**src/rtl/prio_irq_pkg.sv**
```systemverilog
// prio_irq_pkg: types and helpers shared by the interrupt controller.
// Assumes a 2-bit priority level where a larger value is more urgent.
package prio_irq_pkg;

    // Number of fast-interrupt match registers.
    localparam int FAST_N   = 2;
    // First bus address of the per-source registers.
    localparam int SRC_BASE = 4;

    // Per-source configuration held in the register file.
    typedef struct packed {
        logic       edge_mode;  // 1: edge-triggered, 0: level
        logic       enable;
        logic [1:0] level;
    } src_cfg_t;

    // Encoded priority code for the core.
    function automatic logic [1:0] prio_code(input logic valid, input logic [1:0] lvl);
        if (!valid)          return 2'b00;
        else if (lvl == 2'd0) return 2'b01;
        else if (lvl == 2'd1) return 2'b10;
        else                  return 2'b11;
    endfunction

endpackage

```
**src/rtl/irq_regfile.sv**
```systemverilog
// irq_regfile: bus-visible registers (base address, fast match, per-source config).
// Assumes single-cycle writes and registered reads; unused addresses read 0.
module irq_regfile
    import prio_irq_pkg::*;
#(
    parameter int NUM_SRC = 8,
    parameter int VEC_W   = 3,
    parameter int BASE_W  = 10,
    parameter int ADDR_W  = 5,
    parameter int DATA_W  = 16
) (
    input  logic                           clk,
    input  logic                           rst_n,
    input  logic                           bus_wr,
    input  logic                           bus_rd,
    input  logic [ADDR_W-1:0]              bus_addr,
    input  logic [DATA_W-1:0]              bus_wdata,
    output logic [DATA_W-1:0]              bus_rdata,
    output logic [BASE_W-1:0]              base_o,
    output logic [FAST_N-1:0][VEC_W-1:0]   fm_vec_o,
    output logic [FAST_N-1:0]              fm_valid_o,
    output src_cfg_t [NUM_SRC-1:0]         cfg_o
);

    localparam logic [ADDR_W-1:0] ADDR_BASE = '0;
    localparam int VALID_BIT = DATA_W - 1;

    logic [DATA_W-1:0] rd_mux;

    // Base address register.
    always_ff @(posedge clk) begin
        if (!rst_n)                             base_o <= '0;
        else if (bus_wr && bus_addr == ADDR_BASE) base_o <= bus_wdata[BASE_W-1:0];
    end

    // Fast-interrupt match registers, one per generate slot.
    for (genvar f = 0; f < FAST_N; f++) begin : g_fast
        localparam logic [ADDR_W-1:0] ADDR_F = ADDR_W'(1 + f);
        always_ff @(posedge clk) begin
            if (!rst_n) begin
                fm_vec_o[f]   <= '0;
                fm_valid_o[f] <= 1'b0;
            end else if (bus_wr && bus_addr == ADDR_F) begin
                fm_vec_o[f]   <= bus_wdata[VEC_W-1:0];
                fm_valid_o[f] <= bus_wdata[VALID_BIT];
            end
        end
    end

    // Per-source configuration registers.
    for (genvar i = 0; i < NUM_SRC; i++) begin : g_src
        localparam logic [ADDR_W-1:0] ADDR_S = ADDR_W'(SRC_BASE + i);
        always_ff @(posedge clk) begin
            if (!rst_n)                            cfg_o[i] <= '0;
            else if (bus_wr && bus_addr == ADDR_S) cfg_o[i] <= bus_wdata[3:0];
        end
    end

    // Read multiplexer over all registers.
    always_comb begin
        rd_mux = '0;
        if (bus_addr == ADDR_BASE) rd_mux[BASE_W-1:0] = base_o;
        for (int f = 0; f < FAST_N; f++) begin
            if (bus_addr == ADDR_W'(1 + f)) begin
                rd_mux[VEC_W-1:0] = fm_vec_o[f];
                rd_mux[VALID_BIT] = fm_valid_o[f];
            end
        end
        for (int i = 0; i < NUM_SRC; i++) begin
            if (bus_addr == ADDR_W'(SRC_BASE + i)) rd_mux[3:0] = cfg_o[i];
        end
    end

    // Registered read data.
    always_ff @(posedge clk) begin
        if (!rst_n)      bus_rdata <= '0;
        else if (bus_rd) bus_rdata <= rd_mux;
    end

    // A base write is visible on the register the next cycle.
    assert_base_write_R11: assert property (@(posedge clk) disable iff (!rst_n)
        (bus_wr && bus_addr == ADDR_BASE) |=> (base_o == $past(bus_wdata[BASE_W-1:0])));

endmodule

```
**src/rtl/irq_pending.sv**
```systemverilog
// irq_pending: per-source pending state for edge and level request modes.
// Assumes requests are synchronous to clk; the acknowledge clear is one-hot.
module irq_pending
    import prio_irq_pkg::*;
#(
    parameter int NUM_SRC = 8
) (
    input  logic                   clk,
    input  logic                   rst_n,
    input  logic [NUM_SRC-1:0]     req_i,
    input  src_cfg_t [NUM_SRC-1:0] cfg_i,
    input  logic [NUM_SRC-1:0]     ack_clr_i,
    output logic [NUM_SRC-1:0]     pend_o
);

    logic [NUM_SRC-1:0] req_q;

    for (genvar i = 0; i < NUM_SRC; i++) begin : g_pend
        // Track the previous request and update the pending bit by mode.
        always_ff @(posedge clk) begin
            if (!rst_n) begin
                req_q[i]  <= 1'b0;
                pend_o[i] <= 1'b0;
            end else begin
                req_q[i] <= req_i[i];
                if (!cfg_i[i].edge_mode) pend_o[i] <= req_i[i];
                else pend_o[i] <= (req_i[i] & ~req_q[i]) | (pend_o[i] & ~ack_clr_i[i]);
            end
        end

        // Pending can only be raised by a request seen at that edge.
        assert_pend_source_R8: assert property (@(posedge clk) disable iff (!rst_n)
            $rose(pend_o[i]) |-> $past(req_i[i]));

        // An acknowledged edge source without a new edge is cleared.
        assert_ack_clears_R8: assert property (@(posedge clk) disable iff (!rst_n)
            (cfg_i[i].edge_mode && ack_clr_i[i] && !(req_i[i] && !req_q[i])) |=> !pend_o[i]);
    end

endmodule

```
**src/rtl/irq_arbiter.sv**
```systemverilog
// irq_arbiter: combinational choice of the highest eligible level, lowest index on ties.
// Assumes the source index is the vector number; flags level-2 winners held in a valid match register.
module irq_arbiter
    import prio_irq_pkg::*;
#(
    parameter int NUM_SRC = 8,
    parameter int VEC_W   = 3
) (
    input  logic [NUM_SRC-1:0]             pend_i,
    input  src_cfg_t [NUM_SRC-1:0]         cfg_i,
    input  logic [1:0]                     mask_i,
    input  logic [FAST_N-1:0][VEC_W-1:0]   fm_vec_i,
    input  logic [FAST_N-1:0]              fm_valid_i,
    output logic                           win_valid_o,
    output logic [VEC_W-1:0]               win_idx_o,
    output logic [1:0]                     win_lvl_o,
    output logic                           win_fast_o
);

    // Scan from the top index down so an equal level at a lower index replaces the pick.
    always_comb begin
        win_valid_o = 1'b0;
        win_idx_o   = '0;
        win_lvl_o   = 2'd0;
        for (int i = NUM_SRC - 1; i >= 0; i--) begin
            if (pend_i[i] && cfg_i[i].enable && cfg_i[i].level >= mask_i &&
                (!win_valid_o || cfg_i[i].level >= win_lvl_o)) begin
                win_valid_o = 1'b1;
                win_idx_o   = VEC_W'(i);
                win_lvl_o   = cfg_i[i].level;
            end
        end
    end

    // Fast flag: level-2 winner matched by any valid match register.
    always_comb begin
        win_fast_o = 1'b0;
        for (int f = 0; f < FAST_N; f++) begin
            if (fm_valid_i[f] && fm_vec_i[f] == win_idx_o) win_fast_o = 1'b1;
        end
        win_fast_o = win_fast_o && win_valid_o && (win_lvl_o == 2'd2);
    end

endmodule

```
**src/rtl/prio_irq_ctrl.sv**
```systemverilog
// prio_irq_ctrl: top of the prioritized nested interrupt controller.
// Registers the arbiter's choice and holds it until the core acknowledges.
// Assumes irq_ack is asserted only in response to a presented request.
module prio_irq_ctrl
    import prio_irq_pkg::*;
#(
    parameter int NUM_SRC = 8,
    parameter int BASE_W  = 10,
    parameter int ADDR_W  = 5,
    parameter int DATA_W  = 16,
    localparam int VEC_W  = (NUM_SRC > 1) ? $clog2(NUM_SRC) : 1,
    localparam int ADDR_O = BASE_W + VEC_W
) (
    input  logic               clk,
    input  logic               rst_n,
    input  logic               bus_wr,
    input  logic               bus_rd,
    input  logic [ADDR_W-1:0]  bus_addr,
    input  logic [DATA_W-1:0]  bus_wdata,
    output logic [DATA_W-1:0]  bus_rdata,
    input  logic [NUM_SRC-1:0] irq_req,
    input  logic [1:0]         core_mask,
    input  logic               irq_ack,
    output logic [ADDR_O-1:0]  irq_vec_addr,
    output logic [1:0]         irq_prio,
    output logic               irq_fast
);

    logic [BASE_W-1:0]            base;
    logic [FAST_N-1:0][VEC_W-1:0] fm_vec;
    logic [FAST_N-1:0]            fm_valid;
    src_cfg_t [NUM_SRC-1:0]       cfg;
    logic [NUM_SRC-1:0]           pend;
    logic [NUM_SRC-1:0]           ack_clr;
    logic                         win_valid, win_fast;
    logic [VEC_W-1:0]             win_idx;
    logic [1:0]                   win_lvl;
    logic                         busy;
    logic [VEC_W-1:0]             cur_idx;
    logic [1:0]                   cur_lvl;

    irq_regfile #(
        .NUM_SRC(NUM_SRC), .VEC_W(VEC_W), .BASE_W(BASE_W),
        .ADDR_W(ADDR_W), .DATA_W(DATA_W)
    ) u_regs (
        .clk(clk), .rst_n(rst_n), .bus_wr(bus_wr), .bus_rd(bus_rd),
        .bus_addr(bus_addr), .bus_wdata(bus_wdata), .bus_rdata(bus_rdata),
        .base_o(base), .fm_vec_o(fm_vec), .fm_valid_o(fm_valid), .cfg_o(cfg)
    );

    irq_pending #(.NUM_SRC(NUM_SRC)) u_pend (
        .clk(clk), .rst_n(rst_n), .req_i(irq_req), .cfg_i(cfg),
        .ack_clr_i(ack_clr), .pend_o(pend)
    );

    irq_arbiter #(.NUM_SRC(NUM_SRC), .VEC_W(VEC_W)) u_arb (
        .pend_i(pend), .cfg_i(cfg), .mask_i(core_mask),
        .fm_vec_i(fm_vec), .fm_valid_i(fm_valid),
        .win_valid_o(win_valid), .win_idx_o(win_idx),
        .win_lvl_o(win_lvl), .win_fast_o(win_fast)
    );

    // One-hot clear of the presented source when the core acknowledges.
    always_comb begin
        ack_clr = '0;
        if (busy && irq_ack) ack_clr[cur_idx] = 1'b1;
    end

    // Presentation register: load when idle, hold until acknowledge.
    always_ff @(posedge clk) begin
        if (!rst_n) begin
            busy         <= 1'b0;
            cur_idx      <= '0;
            cur_lvl      <= 2'd0;
            irq_vec_addr <= '0;
            irq_prio     <= 2'b00;
            irq_fast     <= 1'b0;
        end else if (busy) begin
            if (irq_ack) begin
                busy     <= 1'b0;
                irq_prio <= 2'b00;
                irq_fast <= 1'b0;
            end
        end else if (win_valid) begin
            busy         <= 1'b1;
            cur_idx      <= win_idx;
            cur_lvl      <= win_lvl;
            irq_vec_addr <= {base, win_idx};
            irq_prio     <= prio_code(1'b1, win_lvl);
            irq_fast     <= win_fast;
        end
    end

    // A fresh presentation was admitted by the mask in force when it loaded.
    assert_mask_admits_R3: assert property (@(posedge clk) disable iff (!rst_n)
        (irq_prio != 2'b00 && $past(irq_prio) == 2'b00) |-> (cur_lvl >= $past(core_mask)));

    // The arbiter picks only enabled, pending, unmasked sources.
    assert_win_enabled_R6: assert property (@(posedge clk) disable iff (!rst_n)
        win_valid |-> (cfg[win_idx].enable && pend[win_idx] && cfg[win_idx].level >= core_mask));

    // Presented outputs hold until acknowledged.
    assert_hold_until_ack_R7: assert property (@(posedge clk) disable iff (!rst_n)
        (irq_prio != 2'b00 && !irq_ack) |=>
            ($stable(irq_prio) && $stable(irq_vec_addr) && $stable(irq_fast)));

    // An acknowledge of a presented request returns the code to idle.
    assert_ack_idles_R7: assert property (@(posedge clk) disable iff (!rst_n)
        (irq_prio != 2'b00 && irq_ack) |=> (irq_prio == 2'b00));

    // Fast flag only accompanies a level-2 presentation.
    assert_fast_level2_R9: assert property (@(posedge clk) disable iff (!rst_n)
        irq_fast |-> (busy && cur_lvl == 2'd2));

endmodule

```
**config.mk**
```make
export PLATFORM = sky130hd
export DESIGN_NAME = prio_irq_ctrl
export DESIGN_NICKNAME = d
export VERILOG_FILES = /design/src/rtl/prio_irq_pkg.sv /design/src/rtl/irq_regfile.sv /design/src/rtl/irq_pending.sv /design/src/rtl/irq_arbiter.sv /design/src/rtl/prio_irq_ctrl.sv
export SDC_FILE = /design/constraint.sdc
export NUM_CORES = 1
export LEC_CHECK = 0
export BUFFER_PORTS_ARGS = -buffer_cell sky130_fd_sc_hd__buf_2
export CAP_MARGIN = 40
export CORE_ASPECT_RATIO = 0.7
export CORE_MARGIN = 1
export CORE_UTILIZATION = 53
export CTS_CLUSTER_DIAMETER = 60
export DETAILED_ROUTE_END_ITERATION = 6
export PLACE_DENSITY_LB_ADDON = 0.3
export SLEW_MARGIN = 25
export SYNTH_ARGS = -nofsm -noshare
export SYNTH_HDL_FRONTEND = slang
export SYNTH_SLANG_ARGS = --single-unit
```
**constraint.sdc**
```tcl
create_clock -name clk -period 25.4 [get_ports clk]
set_input_delay 3.81 -clock clk [delete_from_list [all_inputs] [get_ports clk]]
set_output_delay 3.81 -clock clk [all_outputs]
set_load 0.01 [all_outputs]
```
# --- After elaboration in Yosys (flattened, before gate mapping) ---
# Cells that the tools add are included.
totals:
  reg_bits: 97
  word_cells: 244
op_classes:
  magnitude_cmp: 17
  eq_ne: 15
  n_mux: 61
  bitwise_logic: 41
  n_reduce_logical: 59
op_table:
  columns: ["op", "n"]
  rows:
  - ["$logic_and A1 B1 Y1", 40]
  - ["$mux W4", 8]
  - ["$ge A2 B2 Y1", 15]
  - ["$mux W3", 10]
  - ["$mux W1", 28]
  - ["$mux W2", 12]
  - ["$eq A5 B3 Y1 const B", 4]
  - ["$eq A5 B4 Y1 const B", 4]
  - ["$not A1 Y1", 17]
  - ["$and A1 B1 Y1", 16]
  - ["$mux W10", 1]
  - ["$mux W8", 1]
  - ["$or A1 B1 Y1", 8]
  - ["$logic_not A1 Y1", 7]
  - ["$logic_or A1 B1 Y1", 7]
  - ["$eq A3 B3 Y1", 2]
  - ["$eq A5 B1 Y1 const B", 1]
  - ["$eq A5 B2 Y1 const B", 1]
  - ["$logic_not A5 Y1", 1]
  - ["$lt A3 B4 Y1 const B", 1]
  - ["$reduce_and A2 Y1", 2]
  - ["$demux W1 S3", 1]
  - ["$ge A3 B1 Y1 const B", 1]
  - ["$eq A2 B1 Y1 const B", 1]
  - ["4 further kinds", 4]

# --- Longest topological paths before layout ---
# Gate-level depths: netlist (run 1).
depth:
  depth_word: 39
  mapped_depth: 53
  ltp_nobuf: 52

# --- Hierarchy ---
# A second synthesis (run 1) with hierarchy kept.
hier_totals:
  hier_cells: 631
  area_unflattened_um2: 5592.9
by_module_without_submodules:
  columns: ["module", "instances", "cells_each", "area_per_inst_um2"]
  rows:
  - ["irq_regfile", 1, 310, 2839.0]
  - ["irq_arbiter", 1, 184, 1466.4]
  - ["prio_irq_ctrl", 1, 88, 733.2]
  - ["irq_pending", 1, 49, 554.3]

# --- Least setup slack after synthesis (run 1) ---
# Ideal clock, no wire load.
synth_timing:
  path_kind: "input -> register"
  start: "input core_mask[1]"
  end: "register irq_fast"
  arrival_ps: 12715
  t_required_ps: 25313
  path_slack_ps: 12598
  cell_stages: 52
  cell_sequence: "inv_1 -> ha_1 -> or3b_1 -> and3_1 -> ha_1 -> nand2b_1 -> a21oi_1 -> a21oi_1 -> nand2_1 -> o21ai_0 -> ha_1 -> nand2b_1 -> a21o_1 -> o21bai_1 -> a222oi_1 -> a31oi_1 -> ha_1 -> nand2b_1 -> [16 not listed] -> a21boi_0 -> a21oi_1 -> inv_1 -> ha_1 -> nand2b_1 -> a21oi_1 -> o22ai_4 -> nor2_1 -> a21oi_1 -> ha_1 -> nand2b_1 -> a21oi_1 -> o21ai_1 -> a221oi_4 -> xnor2_1 -> nand2_1 -> o311a_1 -> o31ai_1"
synth_via:
  elab_chain_cells: 39
  word_cells_on_any_way: 81
  classes_between: "15 x order compare; 3 x eq/ne; 28 x mux; 35 x reduce/logical"
synth_rtl:
  columns: ["item", "line_no", "rtl"]
  rows:
  - ["from (decl)", "prio_irq_ctrl.sv:22", "input logic [1:0] core_mask,"]
  - ["$ge A2 B2 Y1", "irq_arbiter.sv:26", "if (pend_i[i] && cfg_i[i].enable && cfg_i[i].level >= mask_i &&"]
  - ["$logic_and A1 B1 Y1", "irq_arbiter.sv:26", null]
  - ["$mux W2 / $mux W1 (equally long branches)", "irq_arbiter.sv:26", null]
  - ["$ge A2 B2 Y1 / $logic_not A1 Y1 (equally long branches)", "irq_arbiter.sv:27", "(!win_valid_o || cfg_i[i].level >= win_lvl_o)) begin"]
  - ["$logic_or A1 B1 Y1", "irq_arbiter.sv:27", null]
  - ["$logic_and A1 B1 Y1", "irq_arbiter.sv:26", null]
  - ["$mux W2 / $mux W1 (equally long branches)", "irq_arbiter.sv:26", null]
  - ["$ge A2 B2 Y1 / $logic_not A1 Y1 (equally long branches)", "irq_arbiter.sv:27", null]
  - ["[21 not listed]", null, null]
  - ["$logic_and A1 B1 Y1", "irq_arbiter.sv:26", null]
  - ["$mux W3", "irq_arbiter.sv:26", null]
  - ["$eq A3 B3 Y1", "irq_arbiter.sv:39", "if (fm_valid_i[f] && fm_vec_i[f] == win_idx_o) win_fast_o = 1'b1;"]
  - ["$logic_and A1 B1 Y1", "irq_arbiter.sv:39", null]
  - ["$mux W1 (2 in a row)", "irq_arbiter.sv:39", null]
  - ["$logic_and A1 B1 Y1 (2 in a row)", "irq_arbiter.sv:41", "win_fast_o = win_fast_o && win_valid_o && (win_lvl_o == 2'd2);"]
  - ["$mux W1", "prio_irq_ctrl.sv:84", "end else if (win_valid) begin"]
  - ["$mux W1", "prio_irq_ctrl.sv:78", "end else if (busy) begin"]
  - ["to (signal assigned)", "prio_irq_ctrl.sv:90", "irq_fast <= win_fast;"]
  - ["to (decl)", "prio_irq_ctrl.sv:26", "output logic irq_fast"]
# Several ways; a longest one is shown, not always the timed one. The select of a mux whose other input is x is not followed.
# A chain may end at the register's enable or synchronous reset.

# --- Final worst setup path (run 1) ---
# Ends and elaborated chain as after synthesis.

==> results by group, run 1 <==
Global routing
  – Gr ovfl total: 0
  – Maximum number of pins on one net before global-route repair: 52
  – Total GRT Usage: between 20% and 30%
  – Number of global-route vias before repair: ~4400
  – Global-route wire length before repair: ~23 mm
  – Initial antenna violation count: 0

Drt
  – Initial drt markers: slightly below 500
  – Met2 routed WL: around 6.3 mm
  – Routed vias/inst: between 6 and 7
  – Post-route DRC: 0
  – Max layer used: met4
  – Metal3 WL: 1.34 mm
  – Total number of vias: slightly below 5000
  – Routed WL per cell: between 15 and 20 um
  – Final ANT Viol Nets: 0
  – Met1 wire length: roughly 6.5 mm
  – Detailed Routing Iterations Pass 1: 5
  – Final wirelength: ~15 mm

Cells and area
  – FF+latch area: about 1900 um^2
  – # diodes: 0
  – Number of nets in the layout: about 720
  – Finished Layout Cells: between 700 and 800
  – Fraction of layout instances using a drive strength above 1: 14.4%
  – Area taken by multi-input logic gates: 3100 um^2
  – Area Overhead vs Synth: 12.0%
  – Fin area: between 5000 and 6000 um^2
  – # fillers: between 800 and 900

Timing
  – Worst setup margin: roughly 11 ns
  – Worst Tran Pin Value: 0.850 ns
  – Fin. max-slew vios: 0
  – FMAX: between 60 and 70 MHz
  – Unrepaired setup endpoints after global routing: false
  – Clock Skew: ~0.0060 ns
  – Hold Fails Final Rpt: 0
  – Fin crit period: between 10 and 15 ns
  – Setup-failing EPs final: 0
  – Max transition margin: between 40 and 50%
  – Final period utilization: a little under three fifths
  – Post-route setup TNS: 0 ns

Clocking
  – # hold bufs at CTS: 0
  – Post-cts sizing count: 0
  – Sink Count: 94
  – Setup bufs post-CTS: 0
  – Skew-Pair Late Insertion Delay: between 0.3 and 0.4 ns
  – CTS clk-pin slew, worst paths: 0.07 ns
  – Clock H-tree levels: 3
  – CTS root buffer: clkbuf_16
  – Maximum root-to-sink buffer count: 2
  – CTS tree: done
  – CTS Buf Count: 9

Yosys
  – Syn Area/Cell: ~8.5 um^2
  – Post-synth top area share: between 30% and 40%
  – Main synth FF type: dfxtp_1
  – EDFF count, synth: 0
  – Largest cells by area after synthesis: dfxtp_1 36%, mux2i_1 7.9%, ha_1 7.2%
  – Yosys warns: 0
  – Distinct cell type count after synthesis: 64
  – Asr flop ratio synth: 0%
  – Sequential share of the synthesized area: 36.2%
  – Area leader, netlist: dfxtp_1
  – Mapped Cells: 611
  – Synthesized flop and latch total: between 90 and 100
  – Synth Cell Area: ~5200 um^2

Floorplanning
  – Top Ports: 68
  – Die extent in y: ~85 um
  – # rows: 29
  – Die Wd: 120 um
  – Placeable Area: ~9300 um^2
  – Initial core utilization: between 50 and 60%
  – Full die area: ~10000 um^2

Min path
  – Worst hold path depth: 2
  – HP Start: u_pend.req_q[6]$_SDFF_PN0_
  – Min-delay worst type: reg -> reg
  – Hold Path Sink: u_pend.pend_o[6]$_SDFF_PN0_

Outcome
  – Status: finished, final reports clean

Setup path
  – Critical path required time: roughly 26 ns
  – Reg2Reg Depth: slightly above 50
  – Worst EP arrival: ~15 ns
  – R2r setup slk: between 10 and 15 ns
  – Slowest stage delay, CP: 0.64 ns
  – FF-to-FF Start: u_regs.cfg_o[28]$_SDFFE_PN0P_
  – Setup CP Type: in -> reg
  – Worst setup SP type: input port
  – Setup crit end kind: flip-flop
  – FF-to-FF End: irq_fast$_SDFFE_PN0P_
  – Crit-path max FO: 9
  – Critical-path top delay cell: a222oi_1

Power and ir drop
  – Leak Pwr: approximately 2.3 nW
  – PD cells: about 52 nW/um^2
  – Peak VDD IR: ~36 uV

Placement
  – Placer congestion estimate: roughly 0.95
  – Port bufs: 57
  – Placed insts: approximately 760
  – Cell Area, Placed: 5500 um^2
  – Post-Place Setup Slack: between 10 and 15 ns
  – DP HPWL: between 10 and 15 mm

Flow run
  – Max-cap viol count: 0
[placed cells by master (no fill, tap or decap), types with 4 or more instances in the layout]
cell type	instances
nand4_1	4
o21ai_0	29
a31oi_1	10
o211ai_1	4
nor2_1	46
and3_1	6
a21oi_1	51
ha_1	30
o22ai_1	4
inv_1	18
a21boi_0	15
a21o_1	12
o211a_1	4
dfxtp_1	94
o2111ai_1	4
buf_2	58
nand2_1	66
or3b_2	5
nor2b_1	24
nand2b_1	11
mux2i_1	41
a22o_1	4
nand3_1	22
conb_1	5
and2_1	13
clkbuf_16	9
[state kept, by name, summed over array words and instances, names as in the netlist]
register,cells
u_regs.base_o,10
u_regs.cfg_o,32
irq_fast,1
u_regs.bus_rdata,11
u_pend.pend_o,8
u_pend.req_q,8
irq_prio,2
busy,1
irq_vec_addr,13
u_regs.fm_vec_o,6
u_regs.fm_valid_o,2
[through the flow]
step	hold WS, ns	util, %	total power [W]
4_1_cts	0.476	62.4	0.000306
3_3_place_gp	0.453	59.2	0.000172
3_5_place_dp	0.458	59.2	0.000173
5_1_grt	0.496	62.7	0.000314
2_1_floorplan	0.447	-	0.000167
6_report	0.471	62.7	0.000305
[Yosys cell counts, types with 3 or more instances]
library cell,count
dfxtp_1,94
nand2_1,66
a21oi_1,51
nor2_1,46
mux2i_1,41
ha_1,30
o21ai_0,29
clkbuf_1,28
nor2b_1,24
nand3_1,22
inv_1,18
a21boi_0,15
and2_1,13
a21o_1,12
a31oi_1,11
nand2b_1,11
and3_1,6
buf_4,5
or3b_2,5
a22o_1,4
nand4_1,4
o2111ai_1,4
o211a_1,4
o211ai_1,4
o22ai_1,4
a221oi_1,3
a22oi_1,3
a32oi_1,3
nor3b_1,3
o21a_1,3
o221ai_1,3
[cell type report]
cell class	instances	area share (%)
multi-input cells	465	53.2
flip-flops and latches	94	32.3
repair buffers	60	5.59
clock buffers	11	4.34
well taps	124	2.66
inverters	19	1.22
clock inverters	5	0.688
[cell families (layout without fill, tap and decap cells)]
kind of cell / after synthesis / in the layout / synth area share (%)
other cells: 1 / 5 / 0.0721
mux: 42 / 42 / 8.32
fa+ha+maj: 30 / 30 / 7.22
xor+xnor: 2 / 2 / 0.337
compound gates: 174 / 174 / 22.9
simple gates: 212 / 212 / 20.3
flops: 94 / 94 / 36.2
buf+inv: 56 / 95 / 4.69
[how the worst max path moves through the flow]
stage | start | end | slack (ns)
3_3_place_gp | core_mask[1] | irq_fast$_SDFFE_PN0P_ | 11.33
3_5_place_dp | core_mask[1] | irq_fast$_SDFFE_PN0P_ | 11.02
5_1_grt | core_mask[1] | irq_fast$_SDFFE_PN0P_ | 10.20
6_report | core_mask[1] | irq_fast$_SDFFE_PN0P_ | 11.06
4_1_cts | core_mask[1] | irq_fast$_SDFFE_PN0P_ | 11.23
2_1_floorplan | core_mask[1] | irq_fast$_SDFFE_PN0P_ | 12.60
[power breakdown]
part           internal (W)  switching, W  leakage, nW
clock network     0.0000725     0.0000613        0.135
registers          0.000150    0.00000150        0.762
logic            0.00000712     0.0000129         1.42
[layer usage]
| layer | GRT usage, % | vias to the layer above |
|---|---|---|
| li1 | - | 2268 |
| met2 | 43.5 | 240 |
| met3 | 6.65 | 29 |
| met5 | 0 | - |
| met1 | 40.2 | 2270 |
| met4 | 9.88 | 0 |
[worst max-delay path, delay by kind of cell]
| kind | cells | cell delay [ns] |
|---|---|---|
| AO/OA/AOI/OAI | 28 | 6.02 |
| buffers and inverters | 3 | 0.48 |
| XOR/XNOR | 1 | 0.19 |
| adder cells (fa/ha/maj) | 8 | 2.17 |
| AND/OR/NAND/NOR | 12 | 1.88 |
(Power assumes the default switching activity.)
==> run 2: changes to the inputs <==
==> constraint.sdc (replaced) <==
create_clock -name clk -period 14.1 [get_ports clk]
set_input_delay 2.115 -clock clk [delete_from_list [all_inputs] [get_ports clk]]
set_output_delay 2.115 -clock clk [all_outputs]
set_load 0.01 [all_outputs]
==> run 2 against run 1 <==
Net effect:
- power grew 80%
- routed wire length shrank 1.8%
- first-iteration DRC count grew 3.1%
- setup slack lost 9.7 ns
- sequential cell count is the same
- sequential share of layout area is essentially flat
- design area is essentially flat
- via count grew 0.48%
- clock-buffer cell count grew 1
- register-to-register slack lost 11 ns
- cell count is the same
- critical endpoint unchanged
==> results by group, run 2 (synthesis results as in run 1) <==
Drt
  – Final ANT Viol Nets: 0
  – Total number of vias: 4830
  – Detailed Routing Iterations Pass 1: 5
  – Routed WL per cell: 18.3 um
  – Post-route DRC: 0
  – Initial drt markers: 505
  – Routed vias/inst: about 6.2
  – Final wirelength: roughly 14 mm

Timing
  – Final period utilization: between 90% and 100%
  – Unrepaired setup endpoints after global routing: false
  – Worst Tran Pin Value: between 0.8 and 0.9 ns
  – Hold Fails Final Rpt: 0
  – Clock Skew: just over 0.006 ns
  – Worst hold slack: ~0.47 ns
  – Max transition margin: 45.6%
  – Fin. max-slew vios: 0
  – Setup-failing EPs final: 0
  – Post-route setup TNS: 0 ns
  – FMAX: approximately 79 MHz
  – Fin crit period: 12.70 ns

Setup path
  – FF-to-FF Start: u_regs.cfg_o[28]$_SDFFE_PN0P_
  – FF-to-FF End: irq_fast$_SDFFE_PN0P_
  – Critical path required time: roughly 14 ns
  – Setup crit end kind: flip-flop
  – Crit-path max FO: 9
  – Setup CP Type: in -> reg
  – Worst setup SP type: input port
  – Critical-path top delay cell: a222oi_1
  – Delay-heaviest family, CP: compound AO/OA/AOI/OAI gates
  – Bufs and invs on worst path: 3
  – Crit path from: core_mask[1]
  – R2r setup slk: between 2 and 3 ns
  – Critical path depth: 53
  – Crit-path most repeated cell: a21oi_1
  – Slowest stage delay, CP: ~0.6 ns
  – Crit path to: irq_fast$_SDFFE_PN0P_
  – Worst EP arrival: around 13 ns
  – Reg2Reg Depth: 52

Cells and area
  – Fraction of layout instances using a drive strength above 1: 14.4%
  – Max FFs per register: 32
  – Most common cell after layout, fill and taps aside: dfxtp_1
  – Area Overhead vs Synth: 12.0%
  – # diodes: 0
  – Number of nets in the layout: just over 700
  – # fillers: between 700 and 800
  – Finished Layout Cells: slightly below 800
  – Largest register by flop count: u_regs.cfg_o
  – Commonest cells after routing, fill and taps aside: 94 x dfxtp_1, 66 x nand2_1, 58 x buf_2, 51 x a21oi_1, 46 x nor2_1
  – Biggest regs: u_regs.cfg_o (32), irq_vec_addr (13), u_regs.bus_rdata (11)

Global routing
  – Number of global-route vias before repair: around 4400
  – Initial antenna violation count: 0
  – Gr ovfl total: 0
  – Global-route wire length before repair: approximately 22 mm
  – Total GRT Usage: 28.1%
  – Maximum number of pins on one net before global-route repair: 52

Clocking
  – Post-cts sizing count: 0
  – Setup bufs post-CTS: 0
  – CTS clk-pin slew, worst paths: about 0.06 ns
  – Maximum root-to-sink buffer count: 2
  – CTS root buffer: clkbuf_16
  – Skew-Pair Late Insertion Delay: 0.35 ns
  – Sink Count: 94
  – Clock H-tree levels: 3
  – CTS Buf Count: 9
  – # hold bufs at CTS: 0
  – CTS tree: done

Power and ir drop
  – P_sw: between 0.0001 and 0.00015 W
  – Total Power: between 0.0005 and 0.0006 W
  – Sw Share: 24.1%
  – Combinational share of power: ~6.4%
  – PD cells: between 90 and 100 nW/um^2
  – Clk network pwr share: ~44%
  – Internal: around 0.00042 W
  – Peak VDD IR: around 72 uV
  – Seq pwr share: 49.5%
  – Leak Pwr: about 2.3 nW

Floorplanning
  – Die Wd: roughly 120 um
  – Initial core utilization: 56.0%
  – Placeable Area: 9290 um^2
  – Die extent in y: between 80 and 90 um
  – Full die area: around 10000 um^2
  – # rows: 29
  – Top Ports: around 70

Min path
  – Min-delay worst type: reg -> reg

Placement
  – DP HPWL: 10.3 mm
  – Port bufs: 57
  – Placed insts: roughly 760
  – Placer congestion estimate: between 0.9 and 1

Outcome
  – Status: finished, final reports clean

Flow run
  – Max-cap viol count: 0
==> run 2: worst min path at each step <==
stage               slack, ns                       start  cells past startpoint                          end
global route             0.49  u_pend.req_q[5]$_SDFF_PN0_                      2  u_pend.pend_o[5]$_SDFF_PN0_
global placement         0.45  u_pend.req_q[1]$_SDFF_PN0_                      2  u_pend.pend_o[1]$_SDFF_PN0_
CTS                      0.47  u_pend.req_q[1]$_SDFF_PN0_                      2  u_pend.pend_o[1]$_SDFF_PN0_
finish                   0.47  u_pend.req_q[1]$_SDFF_PN0_                      2  u_pend.pend_o[1]$_SDFF_PN0_
floorplan                0.45  u_pend.req_q[6]$_SDFF_PN0_                      2  u_pend.pend_o[6]$_SDFF_PN0_
detailed placement       0.46  u_pend.req_q[1]$_SDFF_PN0_                      2  u_pend.pend_o[1]$_SDFF_PN0_
==> run 2: layout make-up <==
class,count,area (um^2),area share (%)
well taps,124,155,2.66
flip-flops and latches,94,1880,32.3
multi-input cells,465,3100,53.2
clock inverters,4,27.5,0.473
inverters,19,71.3,1.22
repair buffers,60,325,5.59
clock buffers,12,267,4.58
==> run 2: stage by stage <==
stage / cell area (um^2) / worst slack (ns) / utilization (%)
after floorplan: 5220 / 2.99 / -
after global placement: 5500 / 1.75 / 59.2
after detailed placement: 5500 / 1.40 / 59.2
after CTS: 5800 / 1.56 / 62.4
after global routing: 5820 / 0.615 / 62.7
final: 5820 / 1.40 / 62.7
==> run 2: per-layer routing <==
layer | up-vias | share of wire [%] | track usage [%]
li1 | 2276 | - | -
met3 | 37 | 8.9 | 6.52
met1 | 2273 | 45 | 40.1
met5 | - | 0 | 0
met4 | 0 | 1.8 | 8.98
met2 | 244 | 44 | 41.7
==> run 2: tightest hold or removal path, cell delays in order (launching register included) <==
cell	delay (ns)
dfxtp_1	0.30
nand2_1	0.05
a21o_1	0.10
==> run 2: power groups by stage <==
| stage | Clock, W | Combinational, W | Sequential (W) |
|---|---|---|---|
| floorplan | 0 | 0.0000228 | 0.000277 |
| global placement | 0 | 0.0000325 | 0.000278 |
| detailed placement | 0 | 0.0000336 | 0.000278 |
| CTS | 0.000244 | 0.0000338 | 0.000272 |
| global route | 0.000254 | 0.0000386 | 0.000272 |
| finish | 0.000242 | 0.0000354 | 0.000272 |
